<file path="src/rtl/lcdclk_pkg.sv">
package lcdclk_pkg;

  localparam int REG_W     = 8;
  localparam int EN_BIT    = 0;
  localparam int SRC_LSB   = 2;
  localparam int SRC_W     = 2;
  localparam int RATIO_LSB = 4;
  localparam int RATIO_W   = 3;

  typedef enum logic [SRC_W-1:0] {
    SRC_INT  = 2'd0,
    SRC_LOW  = 2'd1,
    SRC_HIGH = 2'd2,
    SRC_RSVD = 2'd3
  } src_e;

  typedef struct packed {
    logic [RATIO_W-1:0] ratio;
    src_e               src;
    logic               en;
  } cfg_t;

  localparam cfg_t CFG_RST = '{ratio: '0, src: SRC_LOW, en: 1'b0};

  function automatic logic [REG_W-1:0] cfg_to_bus(cfg_t c);
    logic [REG_W-1:0] v;
    v = '0;
    v[RATIO_LSB +: RATIO_W] = c.ratio;
    v[SRC_LSB +: SRC_W]     = c.src;
    v[EN_BIT]               = c.en;
    return v;
  endfunction

  function automatic cfg_t bus_to_cfg(logic [REG_W-1:0] v);
    cfg_t c;
    c.ratio = v[RATIO_LSB +: RATIO_W];
    c.src   = src_e'(v[SRC_LSB +: SRC_W]);
    c.en    = v[EN_BIT];
    return c;
  endfunction

endpackage

</file>
<file path="src/rtl/lcdclk_regs.sv">
module lcdclk_regs
  import lcdclk_pkg::*;
#(
  parameter int               ADDR_W   = 4,
  parameter logic [ADDR_W-1:0] REG_ADDR = 4'h3
) (
  input  logic              clk_i,
  input  logic              rst_ni,
  input  logic              wr_en_i,
  input  logic [ADDR_W-1:0] addr_i,
  input  logic [REG_W-1:0]  wr_data_i,
  output logic [REG_W-1:0]  rd_data_o,
  output cfg_t              cfg_o,
  output logic              cfg_change_o
);

  cfg_t cfg_q, cfg_new;
  logic hit;

  assign hit          = (addr_i == REG_ADDR);
  assign cfg_new      = bus_to_cfg(wr_data_i);
  assign cfg_change_o = wr_en_i && hit && (cfg_new != cfg_q);

  always_ff @(posedge clk_i or negedge rst_ni) begin
    if (!rst_ni)               cfg_q <= CFG_RST;
    else if (wr_en_i && hit)   cfg_q <= cfg_new;
  end

  assign cfg_o     = cfg_q;
  assign rd_data_o = hit ? cfg_to_bus(cfg_q) : '0;

  a_r2_rsvd_bits_zero: assert property (@(posedge clk_i) disable iff (!rst_ni)
    (rd_data_o[7] == 1'b0) && (rd_data_o[1] == 1'b0));

  a_r3_miss_holds: assert property (@(posedge clk_i) disable iff (!rst_ni)
    (wr_en_i && !hit) |=> $stable(cfg_q));

  a_r10_change_moves_cfg: assert property (@(posedge clk_i) disable iff (!rst_ni)
    cfg_change_o |=> (cfg_q != $past(cfg_q)));

endmodule

</file>
<file path="src/rtl/lcdclk_src_mux.sv">
module lcdclk_src_mux
  import lcdclk_pkg::*;
#(
  parameter int NUM_RATIOS = 5
) (
  input  logic clk_i,
  input  logic rst_ni,
  input  cfg_t cfg_i,
  input  logic int_tick_i,
  input  logic low_tick_i,
  input  logic high_tick_i,
  output logic tick_o,
  output logic div_active_o,
  output logic bypass_o
);

  logic ratio_ok;
  assign ratio_ok = (int'(cfg_i.ratio) < NUM_RATIOS);

  always_comb begin
    tick_o       = 1'b0;
    div_active_o = 1'b0;
    bypass_o     = 1'b0;
    if (cfg_i.en) begin
      unique case (cfg_i.src)
        SRC_INT: begin
          tick_o       = int_tick_i;
          div_active_o = ratio_ok;
        end
        SRC_HIGH: begin
          tick_o       = high_tick_i;
          div_active_o = ratio_ok;
        end
        SRC_LOW: begin
          tick_o   = low_tick_i;
          bypass_o = 1'b1;
        end
        default: ;
      endcase
    end
  end

  a_r7_path_exclusive: assert property (@(posedge clk_i) disable iff (!rst_ni)
    $onehot0({div_active_o, bypass_o}));

  a_r9_rsvd_src_idle: assert property (@(posedge clk_i) disable iff (!rst_ni)
    (cfg_i.src == SRC_RSVD) |-> !(div_active_o || bypass_o));

endmodule

</file>
<file path="src/rtl/lcdclk_divider.sv">
module lcdclk_divider
  import lcdclk_pkg::*;
#(
  parameter int MIN_LOG2   = 5,
  parameter int NUM_RATIOS = 5
) (
  input  logic               clk_i,
  input  logic               rst_ni,
  input  logic               clear_i,
  input  logic               active_i,
  input  logic               tick_i,
  input  logic [RATIO_W-1:0] ratio_i,
  output logic               term_o
);

  localparam int CNT_W = MIN_LOG2 + NUM_RATIOS - 1;

  logic [CNT_W-1:0]      cnt_q;
  logic [NUM_RATIOS-1:0] at_end;
  logic                  last;

  for (genvar r = 0; r < NUM_RATIOS; r++) begin : g_end
    assign at_end[r] = &cnt_q[MIN_LOG2+r-1:0];
  end

  always_comb begin
    last = 1'b0;
    for (int r = 0; r < NUM_RATIOS; r++)
      if (int'(ratio_i) == r) last = at_end[r];
  end

  always_ff @(posedge clk_i or negedge rst_ni) begin
    if (!rst_ni)                 cnt_q <= '0;
    else if (clear_i || !active_i) cnt_q <= '0;
    else if (tick_i)             cnt_q <= last ? '0 : cnt_q + 1'b1;
  end

  assign term_o = active_i && tick_i && last && !clear_i;

  a_r10_clear_zeroes: assert property (@(posedge clk_i) disable iff (!rst_ni)
    clear_i |=> (cnt_q == '0));

  a_r5_hold_without_tick: assert property (@(posedge clk_i) disable iff (!rst_ni)
    (active_i && !tick_i && !clear_i) |=> $stable(cnt_q));

endmodule

</file>
<file path="src/rtl/lcdclk_gen.sv">
module lcdclk_gen
  import lcdclk_pkg::*;
#(
  parameter int                ADDR_W     = 4,
  parameter logic [ADDR_W-1:0] REG_ADDR   = 4'h3,
  parameter int                MIN_LOG2   = 5,
  parameter int                NUM_RATIOS = 5
) (
  input  logic              clk_i,
  input  logic              rst_ni,
  input  logic              wr_en_i,
  input  logic [ADDR_W-1:0] addr_i,
  input  logic [7:0]        wr_data_i,
  output logic [7:0]        rd_data_o,
  input  logic              osc_int_tick_i,
  input  logic              osc_low_tick_i,
  input  logic              osc_high_tick_i,
  output logic              lcd_tick_o
);

  cfg_t cfg;
  logic cfg_change, sel_tick, div_active, bypass, div_term, tick_q;

  lcdclk_regs #(.ADDR_W(ADDR_W), .REG_ADDR(REG_ADDR)) u_regs (
    .clk_i, .rst_ni, .wr_en_i, .addr_i, .wr_data_i, .rd_data_o,
    .cfg_o(cfg), .cfg_change_o(cfg_change)
  );

  lcdclk_src_mux #(.NUM_RATIOS(NUM_RATIOS)) u_mux (
    .clk_i, .rst_ni, .cfg_i(cfg),
    .int_tick_i(osc_int_tick_i), .low_tick_i(osc_low_tick_i),
    .high_tick_i(osc_high_tick_i),
    .tick_o(sel_tick), .div_active_o(div_active), .bypass_o(bypass)
  );

  lcdclk_divider #(.MIN_LOG2(MIN_LOG2), .NUM_RATIOS(NUM_RATIOS)) u_div (
    .clk_i, .rst_ni, .clear_i(cfg_change), .active_i(div_active),
    .tick_i(sel_tick), .ratio_i(cfg.ratio), .term_o(div_term)
  );

  // a config-changing write swallows that cycle's tick
  always_ff @(posedge clk_i or negedge rst_ni) begin
    if (!rst_ni) tick_q <= 1'b0;
    else         tick_q <= !cfg_change && ((bypass && sel_tick) || div_term);
  end

  assign lcd_tick_o = tick_q;

  a_r4_off_silent: assert property (@(posedge clk_i) disable iff (!rst_ni)
    !cfg.en |=> !lcd_tick_o);

  a_r9_rsvd_src_silent: assert property (@(posedge clk_i) disable iff (!rst_ni)
    (cfg.src == SRC_RSVD) |=> !lcd_tick_o);

  a_r8_rsvd_ratio_silent: assert property (@(posedge clk_i) disable iff (!rst_ni)
    ((cfg.src != SRC_LOW) && (int'(cfg.ratio) >= NUM_RATIOS)) |=> !lcd_tick_o);

  a_r7_low_follows: assert property (@(posedge clk_i) disable iff (!rst_ni)
    (cfg.en && cfg.src == SRC_LOW && osc_low_tick_i && !cfg_change) |=> lcd_tick_o);

  a_r11_no_idle_strobe: assert property (@(posedge clk_i) disable iff (!rst_ni)
    (!osc_int_tick_i && !osc_low_tick_i && !osc_high_tick_i) |=> !lcd_tick_o);

endmodule

</file>
<file path="config.mk">
export PLATFORM = sky130hd
export DESIGN_NAME = lcdclk_gen
export DESIGN_NICKNAME = d
export VERILOG_FILES = /design/src/rtl/lcdclk_pkg.sv /design/src/rtl/lcdclk_regs.sv /design/src/rtl/lcdclk_src_mux.sv /design/src/rtl/lcdclk_divider.sv /design/src/rtl/lcdclk_gen.sv
export SDC_FILE = /design/constraint.sdc
export NUM_CORES = 1
export LEC_CHECK = 0
export BUFFER_PORTS_ARGS = -buffer_cell sky130_fd_sc_hd__buf_4
export CORE_AREA = 2 2 68 70
export DETAILED_ROUTE_END_ITERATION = 6
export DIE_AREA = 0 0 70 72
export GPL_TIMING_DRIVEN = 1
export PLACE_DENSITY = 0.45
export SYNTH_ARGS = -nofsm -noshare
export SYNTH_HDL_FRONTEND = slang
export SYNTH_SLANG_ARGS = --single-unit
</file>
<file path="constraint.sdc">
create_clock -name clk_i -period 2.8 [get_ports clk_i]
set_input_delay 0 -clock clk_i [delete_from_list [all_inputs] [get_ports clk_i]]
set_output_delay 0 -clock clk_i [all_outputs]
set_load 0.02 [all_outputs]
</file>
=== Word level (Yosys, flattened, before mapping) ===
Index checks and enable logic that the tools add are counted.

* Output and inout port bits: 9
* Input port bits: 18
* Bits in registers: 16

* Reduce and logical (&&, ||, !) cells: 20
* Magnitude comparators: 1
* Add/subtract/negate cells: 1
* Mux-type cells: 15
* Equal/unequal tests: 8

{| class="wikitable"
|+ Operators by type and width
! cell !! count
|-
| 9-bit two-way mux || 3
|-
| 1-bit two-way mux || 10
|-
| 9-bit by 1-bit adder with 9-bit output, second input constant || 1
|-
| 3-bit == test, second input constant || 3
|-
| 9-bit AND reduction || 1
|-
| 8-bit AND reduction || 1
|-
| 1-bit logical AND || 7
|-
| 7-bit two-way mux || 1
|-
| 7-bit AND reduction || 1
|-
| 6-bit inequality test || 1
|-
| 6-bit AND reduction || 1
|-
| 5-bit AND reduction || 1
|-
| 4-bit by 2-bit == test with 1-bit output, second input constant || 1
|-
| 3-bit by 2-bit == test with 1-bit output, second input constant || 1
|-
| 3-bit zero test || 1
|-
| 3-bit less-than comparator, second input constant || 1
|-
| 1-bit one-hot mux with 3 select lines || 1
|-
| 2-bit by 1-bit == test with 1-bit output, second input constant || 1
|-
| 2-bit == test, second input constant || 1
|-
| 1-bit zero test || 2
|-
| 2-bit zero test || 1
|-
| 1-bit logical OR || 2
|-
| 2-bit nonzero test || 1
|-
| 2-bit OR reduction || 1
|}

=== Depth between registers and ports, before layout ===
Gate-level depths: netlist (run 1).

* Word-level depth: 10
* Mapped depth: 11
* Gate-level depth less buffers: 10

=== Modules after synthesis ===
A second synthesis (run 1) with hierarchy kept.

* Cell total of the unflattened synthesis: 114
* Area total of the unflattened synthesis: 1069.8 µm²

{| class="wikitable"
|+ By module, submodules not included
! module !! instances !! cells each !! area each (µm²)
|-
| lcdclk_divider || 1 || 72 || 586.8
|-
| lcdclk_regs || 1 || 31 || 397.9
|-
| lcdclk_src_mux || 1 || 8 || 51.3
|-
| lcdclk_gen || 1 || 3 || 33.8
|}

=== Worst setup path before layout (run 1) ===
Ideal clock, no wire load.

* Path type: flip-flop to flip-flop
* Start point: reg u_div.cnt_q[0]
* End point: reg u_div.cnt_q[0]
* Buffers on the path: 0
* Arrival: 1942 ps
* Data required time: 2721 ps
* Period minus slack after synthesis: 2020 ps
* Setup time: 79 ps
* Setup slack: 780 ps
* Stages on the path, launching flop included: 11
* Path through: dfrtp_1 -> ha_1 -> nand2_1 -> nor2_1 -> and3_1 -> ha_1 -> mux2i_1 -> o22ai_1 -> a22oi_2 -> or3b_1 -> a21oi_1

* Word-level cells in the longest chain between the ends: 9

{| class="wikitable"
|+ RTL lines
! item !! RTL line !! text
|-
| start, declared || lcdclk_divider.sv:18 || <nowiki>logic [CNT_W-1:0] cnt_q;</nowiki>
|-
| start signal, assigned || lcdclk_divider.sv:35 || <nowiki>else if (tick_i) cnt_q <= last ? '0 : cnt_q + 1'b1;</nowiki>
|-
| 5-bit AND reduction || lcdclk_divider.sv:23 || <nowiki>assign at_end[r] = &cnt_q[MIN_LOG2+r-1:0];</nowiki>
|-
| 1-bit two-way mux (5 in a row) || lcdclk_divider.sv:29 || <nowiki>if (int'(ratio_i) == r) last = at_end[r];</nowiki>
|-
| 9-bit two-way mux (*) (2 in a row) || lcdclk_divider.sv:35 ||
|-
| 9-bit two-way mux (*) || lcdclk_divider.sv:34 || <nowiki>else if (clear_i || !active_i) cnt_q <= '0;</nowiki>
|}

Every way passes the cells marked *; elsewhere a longest branch is shown, timed or not. The select of a mux whose other input is x is not followed.
A chain may end at the register's enable or synchronous reset.

=== Worst setup path in the final report (run 1) ===
Ends and elaborated chain as after synthesis.

==> results.md, run 1 <==
- Max transition margin: 0.648
- Seq/Total Area, Yosys: 0.375
- Place WS: 375 ps
- Unrepaired setup endpoints after global routing: false
- CTS Buf Count: 3
- CP startpoint kind: register
- Setup TNS: 0 ps
- Post-Synthesis Cells: 112
- Synthesis-to-finish area growth: 30.7%
- Worst EP required: 2970 ps
- DRT Wirelength: between 2 and 3 mm
- I/O pin total: 27
- Chip Height: 72 um
- Vias in the first global route: 1007
- Crit-path cells: ha_1 > nand2_1 > nor2_1 > and3_1 > ha_1 > mux2i_1 > o22ai_1 > a22oi_2 > or3b_1 > a21oi_1
- Layout cells sized above 1: 0.298
- Fin cells: 193
- Asr flop ratio synth: 1.00
- DRC violations left: 0
- VDD IR max: 0.000383 V
- Die width: approximately 70 um
- Starting DRT DRC Count: 26
- Total gr overflow: 0
- Max_cap viols: 0
- Routed length per instance: 13.0 um
- Leakage: 0.602 nW
- Max-slew violations: 0
- Clock Sinks: 16
- First-pass GRT wire length: 4.54 mm
- Clk pin slew, worst setup/hold paths: 70 ps
- Critical Path Fanout Max: 8
- Hold_buf cts: 7
- Clk_lat worst skew: 250 ps
- Core Rows: 24
- Initial Util: 0.251
- Slew at the pin with the worst max-slew slack: 529 ps
- DR vias/cell: 4.83
- CP max stage cell: dfrtp_1
- Yosys warning count: 0
- #FFs+latches synth: 16
- Layout Nets: 163
- Post-DP Area: 1270 um^2
- Post-route ant nets: 0
- H-tree Lvls: 1
- Mapped Area: 1070 um^2
- WP data arrival: about 2600 ps
- Period utilisation layout: 0.864
- Clock Tree Root: clkbuf_8
- Status: complete, no violations
- Fmax: 0.413 GHz
- Port-buffer cells: 22
- RD Place Congestion: around 0.81
- Avg Cell Area, Syn: 9.56 um^2
- Initial antenna violation count: 0
- Worst Skew: roughly 5.4 ps
- Worst setup EP type: register
- Critical path class: reg2reg
- Crit path top cell by count: ha_1
- Largest net degree at the start of global routing: 17
- Antenna cells: 0
- Fin crit period: 2420 ps
- Cell count after placement: 182
- Overall routing resource usage: 0.109
- CTS tree: yes
- Crit path largest cell delay: ~410 ps
- CORE AREA: 4260 um^2
- Clock Path Buffers: 2
- Post-synth top flop: dfrtp_1
- PD cells: 490 nW/um^2
- Final hold violation count: 0
- Fillers: 462
- Post_cts resized: 0
- Via count: 932
- Hold crit path type: in2async
- DIE AREA: around 5000 um^2
- Post-CTS Setup Inserts: 0
- EDFF count, synth: 0
- Overall power: 0.686 mW
- Synth cell types: 37
- Post-route design area: 1400 um^2
- Number of iterations in the first detailed-routing pass: 4
- Final setup viols: 0
- Final WS setup: between 300 and 400 ps
[cells in the mapped netlist (3+ instances only)]
cell type / n / area, um^2
buf_2: 3 / 15.0
nand2_1: 9 / 33.8
ha_1: 3 / 37.5
nor2_1: 10 / 37.5
nor4_1: 3 / 18.8
a32oi_1: 3 / 26.3
xor2_1: 6 / 52.6
mux2_2: 6 / 67.6
dfrtp_1: 15 / 375
nor3_1: 4 / 20.0
and2_1: 7 / 43.8
o21a_1: 3 / 22.5
buf_4: 3 / 22.5
a21oi_1: 5 / 25.0
o21ai_0: 3 / 15.0
[placed cells by master, fill, tap and decap left out, drive strengths merged]
cell type,instances
buf,23
and2b,1
o22ai,1
nor2b,1
a2bb2oi,1
nor3,4
or3b,1
a21oi,5
nand3b,1
and3,2
ha,3
o2bb2ai,1
mux2,6
clkbuf,4
a31oi,2
o21a,3
xor2,6
nand3,2
nand2b,1
nand2,11
dfrtp,15
a211oi,1
a22oi,2
o21ai,3
nor2,10
mux2i,2
and2,8
dfstp,1
inv,1
conb,2
and4bb,1
dlygate4sd3,7
nand4b,2
nor4,3
or2,1
a32oi,3
[worst paths after layout]
kind / startpoint / to / slack, ps / cells past startpoint
max in group asynchronous: rst_ni / u_regs.cfg_o[1] / 2400 / 2
worst min register to register: u_div.cnt_q[8] / u_div.cnt_q[8] / 520 / 2
min in group clk_i: wr_en_i / u_regs.cfg_o[2] / 230 / 3
worst max-delay path: u_div.cnt_q[0] / u_div.cnt_q[0] / 380 / 10
worst min-delay path: rst_ni / u_div.cnt_q[6] / 150 / 2
worst max register to register: u_div.cnt_q[0] / u_div.cnt_q[0] / 380 / 10
[registers in the layout (all words and copies together), names as in the netlist]
register      cells
lcd_tick_o        1
u_div.cnt_q       9
u_regs.cfg_o      6
[area by class of cell]
class / count / area [um^2] / share of cell area
well taps: 52 / 65.1 / 0.0465
inverters: 1 / 3.75 / 0.00268
flip-flops and latches: 16 / 402 / 0.287
clock buffers: 4 / 55.1 / 0.0393
multi-input cells: 90 / 632 / 0.451
repair buffers: 30 / 243 / 0.173
[worst max-delay path, delay by kind of cell (launching register included)]
kind	cells	cell delay, ps
AOI/OAI and AO/OA	3	560
adders and majority gates	2	440
and+or+nand+nor	4	730
muxes	1	180
DFF	1	410
[cells by family after synthesis]
group / after synthesis / share of synthesized area
AND/OR/NAND/NOR: 49 / 0.252
AO/OA/AOI/OAI: 22 / 0.165
flip-flops: 16 / 0.375
multiplexers: 8 / 0.0818
buffers and inverters: 7 / 0.0385
XOR/XNOR: 6 / 0.0491
adder cells (fa/ha/maj): 3 / 0.0351
other: 1 / 0.00350
[report_power, final]
group	internal, mW	switching (mW)
clock network	0.125	0.0833
logic	0.0885	0.0898
registers	0.257	0.0433
[layer usage]
metal / track usage / wire length [um] / share of wire
met3: 0.0292 / 113 / 0.045
met5: 0 / 0 / 0
met1: 0.140 / 1180 / 0.47
met4: 0.00855 / 10 / 0.0040
met2: 0.195 / 1210 / 0.48
[through the flow]
step / util / hold slack (ps)
global route: 0.328 / 161
detailed placement: 0.299 / -120
global placement: 0.299 / -121
floorplan: - / -296
CTS: 0.328 / 150
finish: 0.328 / 147
Note: power is estimated with default switching activity, not from simulation.
==> inputs of run 2 (changes only) <==
Settings changed: CORE_AREA 2 2 68 70 to 2 2 65 73, CTS_CLUSTER_DIAMETER from default to 40, DIE_AREA 0 0 70 72 to 0 0 67 75.
==> results.md, run 2 (synthesis gave the netlist of run 1 again) <==
- I/O pin total: 27
- H-tree Lvls: 1
- Switching portion of total power: 0.323
- Initial antenna violation count: 0
- Final Hold Slack: 139 ps
- Crit-path cells: ha_1 > nand2_1 > nor2_1 > and3_1 > ha_1 > mux2i_1 > o22ai_1 > a22oi_2 > or3b_1 > a21oi_1
- CTS tree: yes
- Routed length per instance: 12.5 um
- Worst setup EP type: register
- Final WS setup: 379 ps
- Core Rows: 25
- Starting DRT DRC Count: 37
- Slew at the pin with the worst max-slew slack: 535 ps
- Final setup viols: 0
- Crit path top cell by count: ha_1
- Chip Height: between 70 and 80 um
- Vias in the first global route: 825
- RD Place Congestion: about 0.85
- M2 GR Usage: 0.174
- Post_cts resized: 0
- Unrepaired setup endpoints after global routing: false
- Setup TNS: 0 ps
- Clock Path Buffers: 2
- Clk pin slew, worst setup/hold paths: roughly 70 ps
- GRT met1 Usage: 0.130
- Fmax: 0.413 GHz
- DRC violations left: 0
- Period utilisation layout: 0.864
- Hold crit path type: in2async
- Max reg flops: 9
- Sequential power share: 0.453
- Layout cells sized above 1: 0.291
- Worst Skew: between 6 and 7 ps
- Clock Tree Root: clkbuf_8
- Leakage: 0.596 nW
- VDD IR max: between 0.0002 and 0.00025 V
- DR vias/cell: roughly 4.7
- CP startpoint kind: register
- Post-route ant nets: 0
- Post-route design area: 1390 um^2
- Crit path largest cell delay: 420 ps
- Number of iterations in the first detailed-routing pass: 4
- Post-DP Area: 1280 um^2
- Register bank with the most flops: u_div.cnt_q
- Antenna cells: 0
- Critical path class: reg2reg
- CP max stage cell: dfrtp_1
- Max-slew violations: 0
- Overall routing resource usage: 0.103
- Place WS: approximately 340 ps
- First-pass GRT wire length: between 3 and 4 mm
- Critical Path Fanout Max: 7
- Overall power: 0.659 mW
- Die width: 67 um
- Layout Nets: 163
- Initial Util: 0.252
- Max transition margin: 0.643
- Status: complete, no violations
- GRT Max-Usage Layer: met2
- DIE AREA: 5030 um^2
- Final hold violation count: 0
- Dpl hpwl: 1.81 mm
- Largest net degree at the start of global routing: 17
- Switching Power: 0.213 mW
- DRT Wirelength: 2.43 mm
- Via count: 909
- Fin crit period: 2420 ps
- Clk_lat worst skew: 250 ps
- CTS Buf Count: 3
- M3 GR Usage: 0.0239
- Int Power: 0.446 mW
- Port-buffer cells: 22
- WP data arrival: 2590 ps
- Total gr overflow: 0
- Clk pwr share: 0.283
- Logic gate share of total power: 0.265
- Most common cell after layout, fill and taps aside: buf_4
- Clock Sinks: 16
- CORE AREA: 4250 um^2
- Synthesis-to-finish area growth: 30.0%
- Max_cap viols: 0
- Worst EP required: 2970 ps
- Most frequent cells in the layout: buf_4, dfrtp_1, nor2_1
- PD cells: roughly 470 nW/um^2
==> run 2: path summary, 6_finish.rpt <==
check	endpoint	start	cells after the start	slack, ps
worst min-delay path	u_div.cnt_q[2]	rst_ni	2	140
min in group clk_i	u_regs.cfg_o[5]	wr_en_i	3	220
worst max-delay path	u_div.cnt_q[0]	u_div.cnt_q[0]	10	380
worst max register to register	u_div.cnt_q[0]	u_div.cnt_q[0]	10	380
max in group asynchronous	u_regs.cfg_o[1]	rst_ni	2	2400
worst min register to register	u_div.cnt_q[8]	u_div.cnt_q[8]	2	530
==> run 2: metrics by stage <==
stage | utilization | cells
after floorplan | - | 113
after global placement | 0.300 | 184
after detailed placement | 0.300 | 184
after CTS | 0.327 | 195
after global routing | 0.327 | 195
final | 0.327 | 195
==> run 2: per-layer routing <==
layer,share of wire,routed length (um)
met1,0.46,1120
met2,0.48,1160
met3,0.049,119
met4,0.012,29
met5,0,0
==> run 2: final cells by class <==
cell class              count  area [um^2]
flip-flops and latches     16          402
inverters                   1         3.75
well taps                  54         67.6
multi-input cells          90          632
repair buffers             30          243
clock buffers               4         45.0
fillers                   457         2860
==> run 2: worst max-delay path, delay by kind of cell, from the launching register on <==
kind                     cells  cell delay (ps)
AO/OA/AOI/OAI                3              540
AND/OR/NAND/NOR              4              730
multiplexers                 1              190
flip-flops                   1              420
adder cells (fa/ha/maj)      2              450
==> run 2: power by group through the flow <==
| stage | clock, mW | combinational (mW) | sequential, mW |
|---|---|---|---|
| after floorplan | 0 | 0.137 | 0.284 |
| after global placement | 0 | 0.169 | 0.302 |
| after detailed placement | 0 | 0.169 | 0.303 |
| after CTS | 0.192 | 0.177 | 0.299 |
| after global routing | 0.199 | 0.190 | 0.306 |
| final | 0.186 | 0.174 | 0.298 |
==> run 2: timing repair <==
action,in CTS,in global routing
endpoints found under the setup margin,0,0
endpoints found under the hold margin,22,0
hold buffers,7,0
setup buffers,0,0
==> inputs of run 3 (changes only) <==
Settings changed: CORE_AREA 2 2 65 73 to 4 4 67 75, DIE_AREA 0 0 67 75 to 0 0 71 79.
==> results.md, run 3 (synthesis gave the netlist of run 1 again) <==
- CP max stage cell: dfrtp_1
- Initial antenna violation count: 0
- Post-CTS Setup Inserts: 0
- CORE AREA: 4250 um^2
- Most frequent cells in the layout: buf_4, dfrtp_1, nor2_1
- Clk pin slew, worst setup/hold paths: 70 ps
- Fmax: just over 0.4 GHz
- Switching portion of total power: 0.324
- RD Place Congestion: 0.773
- Crit path top cell by count: ha_1
- Post-layout util: 0.327
- Max-slew violations: 0
- PD cells: approximately 470 nW/um^2
- Starting DRT DRC Count: 29
- CP startpoint kind: register
- R2R setup slack: 390 ps
- Die width: 71 um
- Clock Tree Root: clkbuf_8
- CTS Buf Count: 3
- Via count: around 900
- Synthesis-to-finish area growth: 30.0%
- Max_cap viols: 0
- Clock Sinks: 16
- Layout cells sized above 1: 0.291
- Fillers: ~460
- Core Rows: 25
- Setup TNS: 0 ps
- Port-buffer cells: 22
- First-pass GRT wire length: 4.24 mm
- Unrepaired setup endpoints after global routing: false
- Final setup viols: 0
- VDD IR max: 0.000276 V
- Total gr overflow: 0
- Critical path class: reg2reg
- Routed length per instance: 12.8 um
- Clock Path Buffers: 2
- Max transition margin: 0.649
- Critical Path Fanout Max: 7
- Leakage: approximately 0.6 nW
- Vias in the first global route: 905
- DR vias/cell: 4.70
- Chip Height: 79 um
- Int Power: around 0.45 mW
- DIE AREA: 5610 um^2
- Logic gate share of total power: 0.268
- WP data arrival: ~2600 ps
- Layout Nets: 163
- Final hold violation count: 0
- Number of iterations in the first detailed-routing pass: 4
- Max reg flops: 9
- Period utilisation layout: 0.860
- Dpl hpwl: 1.82 mm
- DRT Wirelength: 2.49 mm
- Slew at the pin with the worst max-slew slack: 526 ps
- Worst Skew: approximately 3.1 ps
- Fin crit period: around 2400 ps
- Sequential power share: 0.452
- H-tree Lvls: 1
- Worst EP required: between 2000 and 3000 ps
- Post-route ant nets: 0
- Clk_lat worst skew: 250 ps
- Register bank with the most flops: u_div.cnt_q
- Crit path largest cell delay: 420 ps
- Largest net degree at the start of global routing: 17
- Status: complete, no violations
- CTS tree: yes
- Crit-path cells: ha_1 > nand2_1 > nor2_1 > and3_1 > ha_1 > mux2i_1 > o22ai_1 > a22oi_2 > buf_4 > a31oi_1 > a211oi_1
- I/O pin total: 27
- Switching Power: 0.214 mW
- Worst setup EP type: register
- Initial Util: 0.252
- Antenna cells: 0
- Overall routing resource usage: 0.0931
- Most common cell after layout, fill and taps aside: buf_4
- Clk pwr share: 0.280
- Hold crit path type: in2async
- DRC violations left: 0
## run 3: cell counts in the layout (fill, tap and decap cells not counted)
No cell type changed its count.
## run 3: cell type report
| class | instances | area, um^2 | area share |
|---|---|---|---|
| sequential | 16 | 402 | 0.288 |
| clock buffer | 4 | 45.0 | 0.0323 |
| timing repair buffer | 30 | 243 | 0.174 |
| inverter | 1 | 3.75 | 0.00270 |
| tap | 54 | 67.6 | 0.0485 |
| multi-input combinational | 90 | 632 | 0.454 |
## run 3: worst paths after layout
check / from / endpoint / cells after the start
setup / recovery: u_div.cnt_q[0] / u_div.cnt_q[6] / 11
setup reg to reg: u_div.cnt_q[0] / u_div.cnt_q[6] / 11
hold / removal: rst_ni / u_div.cnt_q[3] / 2
min in group clk_i: osc_low_tick_i / u_div.cnt_q[4] / 4
max in group asynchronous: rst_ni / u_regs.cfg_o[1] / 2
hold reg to reg: u_div.cnt_q[8] / u_div.cnt_q[8] / 2
## run 3: power groups by stage
stage	combinational (mW)	clock [mW]	sequential (mW)
final	0.177	0.185	0.299
after CTS	0.179	0.193	0.298
after global placement	0.170	0	0.302
after global routing	0.198	0.206	0.305
after detailed placement	0.171	0	0.302
after floorplan	0.137	0	0.284
## run 3: metal layers
metal	GRT usage	vias to the layer above	share of wire
met5	0	-	0
met4	0.0169	0	0.0060
met3	0.0241	2	0.058
met2	0.156	25	0.48
met1	0.122	436	0.46
li1	-	454	-
## run 3: repair_timing
item,4_1_cts,5_1_grt
endpoints found under the setup margin,0,0
resized for setup,0,0
hold endpoints to repair,22,0
hold buffers,7,0
## run 3: per-stage QoR
stage / area (um^2) / hold WS (ps) / std cells / worst slack [ps] / total power, mW
after floorplan: 1070 / -296 / 113 / 780 / 0.420
after global placement: 1280 / -119 / 184 / 457 / 0.472
after detailed placement: 1280 / -118 / 184 / 402 / 0.473
after CTS: 1390 / 139 / 195 / 403 / 0.671
after global routing: 1390 / 155 / 195 / 250 / 0.708
final: 1390 / 136 / 195 / 393 / 0.660
## run 3: critical path: cells and delay by family (launching register included)
| kind | cells | cell delay [ps] |
|---|---|---|
| AOI/OAI and AO/OA | 4 | 700 |
| adders and majority gates | 2 | 450 |
| DFF | 1 | 420 |
| and+or+nand+nor | 3 | 350 |
| buffers and inverters | 1 | 200 |
| muxes | 1 | 190 |
